[src/rtl/odl_pkg.sv]
package odl_pkg;

    typedef enum logic [2:0] {
        ST_IDLE,
        ST_CARD_WAIT,
        ST_CARD_DRIVE,
        ST_CTRL_WAIT,
        ST_CTRL_DRIVE,
        ST_BOOST_CTRL,
        ST_BOOST_CARD,
        ST_CONFLICT
    } odl_state_e;

    localparam int unsigned STAT_W = 3;

    localparam logic [STAT_W-1:0] STAT_IDLE     = 3'd0;
    localparam logic [STAT_W-1:0] STAT_CARD_MST = 3'd1;
    localparam logic [STAT_W-1:0] STAT_CTRL_MST = 3'd2;
    localparam logic [STAT_W-1:0] STAT_BOOST    = 3'd3;
    localparam logic [STAT_W-1:0] STAT_CONFLICT = 3'd4;

    localparam int unsigned SIDE_CARD = 0;
    localparam int unsigned SIDE_CTRL = 1;
    localparam int unsigned N_SIDES   = 2;

endpackage

[src/rtl/odl_sync.sv]
module odl_sync #(
    parameter int unsigned WIDTH   = 2,
    parameter int unsigned STAGES  = 2,
    parameter logic        RST_VAL = 1'b1
) (
    input  logic             clk_i,
    input  logic             rst_ni,
    input  logic [WIDTH-1:0] d_i,
    output logic [WIDTH-1:0] q_o
);

    logic [WIDTH-1:0] pipe [STAGES];

    always_ff @(posedge clk_i or negedge rst_ni) begin
        if (!rst_ni) begin
            for (int s = 0; s < STAGES; s++) begin
                pipe[s] <= {WIDTH{RST_VAL}};
            end
        end else begin
            pipe[0] <= d_i;
            for (int s = 1; s < STAGES; s++) begin
                pipe[s] <= pipe[s-1];
            end
        end
    end

    assign q_o = pipe[STAGES-1];

endmodule

[src/rtl/odl_fall_det.sv]
module odl_fall_det #(
    parameter int unsigned WIDTH = 2
) (
    input  logic             clk_i,
    input  logic             rst_ni,
    input  logic [WIDTH-1:0] level_i,
    output logic [WIDTH-1:0] fall_o
);

    for (genvar b = 0; b < WIDTH; b++) begin : g_bit
        logic prev_q;

        always_ff @(posedge clk_i or negedge rst_ni) begin
            if (!rst_ni) begin
                prev_q <= 1'b1;
            end else begin
                prev_q <= level_i[b];
            end
        end

        assign fall_o[b] = prev_q & ~level_i[b];
    end

endmodule

[src/rtl/odl_timer.sv]
module odl_timer #(
    parameter int unsigned TD_CYCLES = 8
) (
    input  logic clk_i,
    input  logic rst_ni,
    input  logic clear_i,
    output logic done_o
);

    localparam int unsigned CNT_W = (TD_CYCLES < 2) ? 1 : $clog2(TD_CYCLES);
    localparam logic [CNT_W-1:0] LAST = CNT_W'(TD_CYCLES - 1);

    logic [CNT_W-1:0] cnt_q;

    always_ff @(posedge clk_i or negedge rst_ni) begin
        if (!rst_ni) begin
            cnt_q <= '0;
        end else if (clear_i) begin
            cnt_q <= '0;
        end else if (cnt_q != LAST) begin
            cnt_q <= cnt_q + 1'b1;
        end
    end

    assign done_o = (cnt_q == LAST);

endmodule

[src/rtl/odl_repeater.sv]
module odl_repeater
    import odl_pkg::*;
#(
    parameter int unsigned TD_CYCLES   = 8,
    parameter int unsigned SYNC_STAGES = 2
) (
    input  logic              clk_i,
    input  logic              rst_ni,
    input  logic              cs_i,
    input  logic              card_line_i,
    input  logic              ctrl_line_i,
    output logic              card_pull_low_o,
    output logic              ctrl_pull_low_o,
    output logic              card_boost_o,
    output logic              ctrl_boost_o,
    output logic              ctrl_weak_pu_o,
    output logic [STAT_W-1:0] status_o
);

    logic [N_SIDES-1:0] line_raw;
    logic [N_SIDES-1:0] line_s;
    logic [N_SIDES-1:0] fall;
    logic               card_s;
    logic               ctrl_s;
    logic               card_fall;
    logic               ctrl_fall;
    logic               td_done;
    logic               state_change;

    odl_state_e state_q;
    odl_state_e state_d;

    assign line_raw[SIDE_CARD] = card_line_i;
    assign line_raw[SIDE_CTRL] = ctrl_line_i;

    odl_sync #(
        .WIDTH   (N_SIDES),
        .STAGES  (SYNC_STAGES),
        .RST_VAL (1'b1)
    ) u_sync (
        .clk_i  (clk_i),
        .rst_ni (rst_ni),
        .d_i    (line_raw),
        .q_o    (line_s)
    );

    odl_fall_det #(
        .WIDTH (N_SIDES)
    ) u_fall (
        .clk_i   (clk_i),
        .rst_ni  (rst_ni),
        .level_i (line_s),
        .fall_o  (fall)
    );

    assign card_s    = line_s[SIDE_CARD];
    assign ctrl_s    = line_s[SIDE_CTRL];
    assign card_fall = fall[SIDE_CARD];
    assign ctrl_fall = fall[SIDE_CTRL];

    assign state_change = (state_d != state_q);

    odl_timer #(
        .TD_CYCLES (TD_CYCLES)
    ) u_timer (
        .clk_i   (clk_i),
        .rst_ni  (rst_ni),
        .clear_i (state_change),
        .done_o  (td_done)
    );

    // State register
    always_ff @(posedge clk_i or negedge rst_ni) begin
        if (!rst_ni) begin
            state_q <= ST_IDLE;
        end else begin
            state_q <= state_d;
        end
    end

    // Next-state logic: the slave side's level and edges are not looked at
    // while a master holds the bus.
    always_comb begin
        state_d = state_q;
        if (!cs_i) begin
            state_d = ST_IDLE;
        end else begin
            unique case (state_q)
                ST_IDLE: begin
                    if (ctrl_fall) begin
                        state_d = ST_CTRL_WAIT;
                    end else if (card_fall) begin
                        state_d = ST_CARD_WAIT;
                    end
                end
                ST_CARD_WAIT: begin
                    if (card_s) begin
                        state_d = ST_IDLE;
                    end else if (td_done) begin
                        state_d = ST_CARD_DRIVE;
                    end
                end
                ST_CARD_DRIVE: begin
                    if (card_s) begin
                        state_d = ST_BOOST_CTRL;
                    end
                end
                ST_CTRL_WAIT: begin
                    if (ctrl_s) begin
                        state_d = ST_IDLE;
                    end else if (td_done) begin
                        state_d = ST_CTRL_DRIVE;
                    end
                end
                ST_CTRL_DRIVE: begin
                    if (ctrl_s) begin
                        state_d = ST_BOOST_CARD;
                    end
                end
                ST_BOOST_CTRL: begin
                    if (td_done) begin
                        state_d = ctrl_s ? ST_IDLE : ST_CONFLICT;
                    end
                end
                ST_BOOST_CARD: begin
                    if (td_done) begin
                        state_d = card_s ? ST_IDLE : ST_CONFLICT;
                    end
                end
                ST_CONFLICT: begin
                    if (card_s && ctrl_s) begin
                        state_d = ST_IDLE;
                    end
                end
                default: state_d = ST_IDLE;
            endcase
        end
    end

    // Output decode
    always_comb begin
        card_pull_low_o = 1'b0;
        ctrl_pull_low_o = 1'b0;
        card_boost_o    = 1'b0;
        ctrl_boost_o    = 1'b0;
        status_o        = STAT_IDLE;
        unique case (state_q)
            ST_IDLE: begin
                status_o = STAT_IDLE;
            end
            ST_CARD_WAIT: begin
                status_o = STAT_CARD_MST;
            end
            ST_CARD_DRIVE: begin
                status_o        = STAT_CARD_MST;
                ctrl_pull_low_o = 1'b1;
            end
            ST_CTRL_WAIT: begin
                status_o = STAT_CTRL_MST;
            end
            ST_CTRL_DRIVE: begin
                status_o        = STAT_CTRL_MST;
                card_pull_low_o = 1'b1;
            end
            ST_BOOST_CTRL: begin
                status_o     = STAT_BOOST;
                ctrl_boost_o = 1'b1;
            end
            ST_BOOST_CARD: begin
                status_o     = STAT_BOOST;
                card_boost_o = 1'b1;
            end
            ST_CONFLICT: begin
                status_o = STAT_CONFLICT;
            end
            default: status_o = STAT_IDLE;
        endcase
    end

    assign ctrl_weak_pu_o = cs_i;

endmodule

[config.mk]
export PLATFORM = sky130hd
export DESIGN_NAME = odl_repeater
export DESIGN_NICKNAME = d
export VERILOG_FILES = /design/src/rtl/odl_pkg.sv /design/src/rtl/odl_sync.sv /design/src/rtl/odl_fall_det.sv /design/src/rtl/odl_timer.sv /design/src/rtl/odl_repeater.sv
export SDC_FILE = /design/constraint.sdc
export NUM_CORES = 1
export LEC_CHECK = 0
export BUFFER_PORTS_ARGS = -buffer_cell sky130_fd_sc_hd__buf_2
export CORE_MARGIN = 5
export CORE_UTILIZATION = 58
export DETAILED_ROUTE_END_ITERATION = 8
export PLACE_DENSITY_LB_ADDON = 0.2
export SYNTH_ARGS = -nofsm -noshare
export SYNTH_HDL_FRONTEND = slang
export SYNTH_SLANG_ARGS = --single-unit
[constraint.sdc]
create_clock -name clk_i -period 3 [get_ports clk_i]
set_input_delay 0.15 -clock clk_i [delete_from_list [all_inputs] [get_ports clk_i]]
set_output_delay 0.15 -clock clk_i [all_outputs]
set_load 0.02 [all_outputs]
Yosys cells after proc, flatten, opt, wreduce, memory -nomap -nowiden
Index checks and enable logic that the tools add are counted.
{"block": "word_totals", "ff_bits": 12, "latch_bits": 0, "ram_bits": 0, "mem_bits_ro": 0, "in_bits": 5, "out_inout_bits": 8, "word_cells": 49, "mem_count": 0}
{"block": "classes", "add_sub_neg": 1, "multipliers": 0, "div_mod_pow": 0, "magnitude_cmp": 0, "n_eq_ne": 10, "n_shift": 0, "muxes": 22, "bitwise": 4, "n_reduce_logical": 6}
{"op": "two-way mux 3 bit", "count": 16}
{"op": "case mux 3 bit (8 select lines)", "count": 1}
{"op": "== test 3 bit, second input constant", "count": 5}
{"op": "case mux 3 bit (5 select lines)", "count": 1}
{"op": "== test 3 x 2 -> 1 bit, second input constant", "count": 2}
{"op": "OR reduction 2 bit", "count": 3}
{"op": "two-way mux 1 bit", "count": 4}
{"op": "adder 3 x 1 -> 3 bit, second input constant", "count": 1}
{"op": "== test 3 x 1 -> 1 bit, second input constant", "count": 1}
{"op": "zero test 3 bit", "count": 1}
{"op": "inequality test 3 bit", "count": 1}
{"op": "inequality test 3 bit, second input constant", "count": 1}
{"op": "bitwise AND 1 bit", "count": 2}
{"op": "NOT 1 bit", "count": 2}
{"op": "nonzero test 2 bit", "count": 1}
{"op": "logical AND 1 bit", "count": 1}

Longest topological paths before layout
{"block": "depth", "depth_word": 8, "depth_mapped": 8}

Modules after synthesis
From an unflattened synthesis, not the netlist that was laid out.
{"block": "unflattened", "cells_unflattened": 87, "area_unflattened_um2": 804.5}
{"module": "odl_repeater", "n_inst": 1, "cells_each": 66, "area_each_um2": 464.2, "seq_area_each_um2": 75.1}
{"module": "odl_timer", "n_inst": 1, "cells_each": 11, "area_each_um2": 140.1, "seq_area_each_um2": 75.1}
{"module": "odl_sync", "n_inst": 1, "cells_each": 6, "area_each_um2": 120.1, "seq_area_each_um2": 105.1}
{"module": "odl_fall_det", "n_inst": 1, "cells_each": 4, "area_each_um2": 80.1, "seq_area_each_um2": 52.6}

Least setup slack after synthesis
No wires, ideal clock.
{"block": "synth_timing", "kind": "register to register", "start": "register u_timer.cnt_q[0]", "end": "register u_timer.cnt_q[0]", "setup_time_ps": 101, "arrival_time_ps": 1771, "t_required_ps": 2899, "path_slack_ps": 1128, "stages_incl_launch_ff": 8, "n_path_buf": 1, "synth_period_minus_slack_ps": 1872, "cell_sequence": "dfrtp_1 ha_1 ha_1 clkbuf_1 nand2b_1 o21ai_0 a2111o_1 nor4_1"}
{"block": "synth_between", "elab_chain_len": 7}
{"item": "start: declaration", "line": "odl_timer.sv:13", "source": "logic [CNT_W-1:0] cnt_q;"}
{"item": "start signal: assignment", "line": "odl_timer.sv:21", "source": "cnt_q <= cnt_q + 1'b1;"}
{"item": "== test 3 bit", "line": "odl_timer.sv:25", "source": "assign done_o = (cnt_q == LAST);"}
{"item": "two-way mux 3 bit, on equally long branches", "line": "odl_repeater.sv:111, odl_repeater.sv:99"}
{"item": "two-way mux 3 bit, on equally long branches", "line": "odl_repeater.sv:109, odl_repeater.sv:97"}
{"item": "case mux 3 bit (8 select lines)", "line": "odl_repeater.sv:88", "source": "unique case (state_q)"}
{"item": "two-way mux 3 bit", "line": "odl_repeater.sv:85", "source": "if (!cs_i) begin"}
{"item": "inequality test 3 bit", "line": "odl_repeater.sv:61", "source": "assign state_change = (state_d != state_q);"}
{"item": "two-way mux 3 bit / nonzero test 2 bit (equally long branches)"}
Parallel ways exist; a longest one is shown, timed or not. The select of a mux whose other input is x is not followed.
A chain may end at the register's enable or synchronous reset.

Worst setup path in the final report
{"block": "layout_timing", "start": "register u_timer.cnt_q[0]", "end": "register u_timer.cnt_q[1]"}
Same word-level chain as after synthesis.

==> impl_metrics.csv <==
group,metric,value,unit
worst_setup_path,critPathTopFamily,"adder cells",
logic_synthesis,synth_top_area_frac,0.1933,
logic_synthesis,synth_compound_area_frac,0.2101,
logic_synthesis,synth-simple-area-share,0.2485,
logic_synthesis,synth_cell_type_count,39,
logic_synthesis,synthCells,94,
placement,dp_hpwl,1.213,mm
route,drtPass1Iterations,4,
worst_setup_path,critPathArrivalTime,2210,ps
logic_synthesis,async_flop_share,1.000,
floorplanning,die_height,47.51,µm
logic_synthesis,synth_xor_xnor_area_share,0.03221,
sta,finalHoldViolCount,0,
logic_synthesis,synth_edf_count,0,
floorplanning,dieArea,2257,µm²
sta,clock_skew,1.086,ps
route,drc,0,
worst_setup_path,critPathCaptureType,"flop",
outcome,run_status,"completed",
floorplanning,fp.dieW,47.51,µm
layout,drive_above_1_share,0.2404,
sta,finalSetupTns,0,ps
worst_setup_path,path_cells,"ha_1, ha_1, nand2b_1, o21ai_0, a2111o_1, nor4_1",
route,wire_per_inst,14.08,µm
sta,finalSetupViolCount,0,
sta,post-route-min-period,2053,ps
placement,io_buffers,12,
cts,clk_latency,270,ps
placement,dp.cells,112,
route,antenna_left,0,
min_path,hold_path_class,"primary input to flop",
sta,rsz0062_at_grt,"no",
run,maxCapViolCount,0,
logic_synthesis,synth-adder-area-share,0.04601,
worst_setup_path,critPathBufInv,0,
worst_setup_path,path_max_fanout,10,
cts,cts_root_buf,"clkbuf_4",
layout,fillers,116,
logic_synthesis,synth-main-ff-cell,"dfstp_2",
worst_setup_path,cp-start-kind,"flop",
route,drt_iter0_drc,18,
cts,postCtsSetupBuffers,0,
logic_synthesis,synth.area.mux_share,0.02454,
layout,final_nets,113,
worst_setup_path,worstPathRequired,3160,ps
route,vias,697,
grt,grt_pass1_wl,2.891,mm
logic_synthesis,synth_fp_nets,102,
cts,cts_num_sinks,12,
worst_setup_path,critPathKind,"flop to flop",
power_and_ir_drop,pwr_density_cell,670.2,nW/µm²
sta,max_slew.worst_pin.slew,584.0,ps
power_and_ir_drop,p_leak,0.4190,nW
floorplanning,ioPinCount,13,
route,viasPerCell,5.857,
logic_synthesis,yosys.area.top_type,"dfstp_2",
cts,numCtsBuffers,3,
logic_synthesis,ys_ff_latch,12,
logic_synthesis,syn_area,815.8,µm²
sta,fin_crit_sh,0.6845,
grt,track_usage,0.1790,
cts,cts-htree-levels,1,
grt,grt_pass1_vias,639,
worst_setup_path,slowest_stage,"a2111o_1",
layout,fin_util,0.6971,
cts,clock_path_buffers,2,
sta,slew_viol_final,0,
grt,gr-total-overflow,0,
logic_synthesis,yosysMostFrequentCell,"nand2_1",
sta,timing.hold.ws,167.5,ps
logic_synthesis,avgSynthCellArea,8.679,µm²
cts,cts_tree,"yes",
grt,grt_max_degree,22,
logic_synthesis,synth_top_family_by_area,"simple AND/OR/NAND/NOR gates",
logic_synthesis,synth_seq_area_share,0.3773,
layout,final_cells,119,
placement,gp_congestion,0.8456,
logic_synthesis,synth_commonest_cells,"12 x nand2_1, 7 x a21oi_1, 6 x dfrtp_1, 6 x dfstp_2, 6 x o21ai_0",
worst_setup_path,cpPeakStageDelay,460,ps
layout,multi_input_area,457.9,µm²
layout,seqCellArea,307.8,µm²
route,routed_wl,1.675,mm
floorplanning,fp.coreArea,1318,µm²
layout,fin_area,918.4,µm²
floorplanning,start_util,0.6192,
sta,slew-limit-headroom,0.6107,
sta,fmax,0.4870,GHz
placement,place_area,852.1,µm²
grt,antenna_found_initial,0,
logic_synthesis,ys_warn_count,0,
floorplanning,rows,13,
logic_synthesis,synth.area.top_cells,"dfstp_2 19%, dfrtp_1 18%, nand2_1 5.5%",
worst_setup_path,crit_top_cell,"ha_1",
power_and_ir_drop,ir_drop,0.3857,mV
layout,n_antenna_cell,0,
cts,path_clk_slew,70,ps
layout,areaGrowthSynthToFinish,12.58,%
==> per-layer routing <==
metal  track usage  part of all wire  vias to the layer above  wire (µm)
met4       0.03867             0.011                        0         19
met1        0.2500              0.45                      323        762
met2        0.2888              0.48                       18        808
met5             0                 0                        -          0
met3       0.03383             0.051                        3         85
li1              -                 -                      353          -
==> placed cells by master (no fill, tap or decap), drive strengths merged, types with 2 or more instances in the layout <==
cell type and count:
dfstp 6, nor3 2, o21ai 6, o21a 2, buf 12, a21oi 8
clkbuf 4, nor2b 4, nand3 2, a2111o 2, xor2 2, dfrtp 6
nand2b 4, dlygate4sd3 3, inv 2, nor4 3, nor2 4, nand2 12
ha 3, mux2i 2
==> kinds of logic (layout without fill, tap and decap cells) <==
logic type / after synthesis / count (layout)
AOI/OAI and AO/OA: 25 / 25
xor gates and xnor gates: 3 / 3
adders and majority gates: 3 / 3
buffers and inverters: 11 / 21
DFF: 12 / 12
muxes: 2 / 2
and+or+nand+nor: 38 / 38
==> repair_timing <==
| item | in CTS | in global routing |
|---|---|---|
| gates resized for setup | 0 | 0 |
| hold endpoints to repair | 14 | 0 |
| hold buffers | 3 | 0 |
==> final timing paths <==
check                                                         to  slack [ps]                    startpoint  cells after the start
worst min register to register           u_sync.q_o[0]$_DFF_PN1_         360      u_sync.pipe[2]$_DFF_PN1_                      0
worst max register to register      u_timer.cnt_q[1]$_DFFE_PN0P_         950  u_timer.cnt_q[0]$_DFFE_PN0P_                      6
min in group asynchronous           u_timer.cnt_q[0]$_DFFE_PN0P_         280                        rst_ni                      2
worst min-delay path                        state_q[2]$_DFF_PN0_         170                          cs_i                      2
max in group asynchronous       u_fall.g_bit[1].prev_q$_DFF_PN1_        2460                        rst_ni                      2
worst max-delay path                u_timer.cnt_q[1]$_DFFE_PN0P_         950  u_timer.cnt_q[0]$_DFFE_PN0P_                      6
==> registers in the layout, indices dropped and copies added (netlist names) <==
| signal | count |
|---|---|
| u_sync.q_o | 2 |
| u_sync.pipe | 2 |
| state_q | 3 |
| u_timer.cnt_q | 3 |
| u_fall.g_bit.prev_q | 2 |
==> power by group <==
part	internal [W]	switching, W	leakage (nW)
clock	0.0000737	0.0000503	0.0210
sequential	0.000191	0.0000667	0.143
combinational	0.000105	0.000129	0.255
total	0.000370	0.000246	0.419
==> metrics by stage <==
step	setup WS [ps]	total power [W]
after floorplan	1128	0.0004337
after global placement	998.0	0.0004791
after detailed placement	946.7	0.0004885
after CTS	923.8	0.0006183
after global routing	789.8	0.0006661
final	946.6	0.0006155
==> layout make-up <==
type,instances,share of cell area
repair buffers,15,0.09809
inverters,2,0.008174
well taps,15,0.02044
clock buffers,4,0.03951
flip-flops and latches,12,0.3351
multi-input cells,71,0.4986
(Power assumes the default switching activity.)
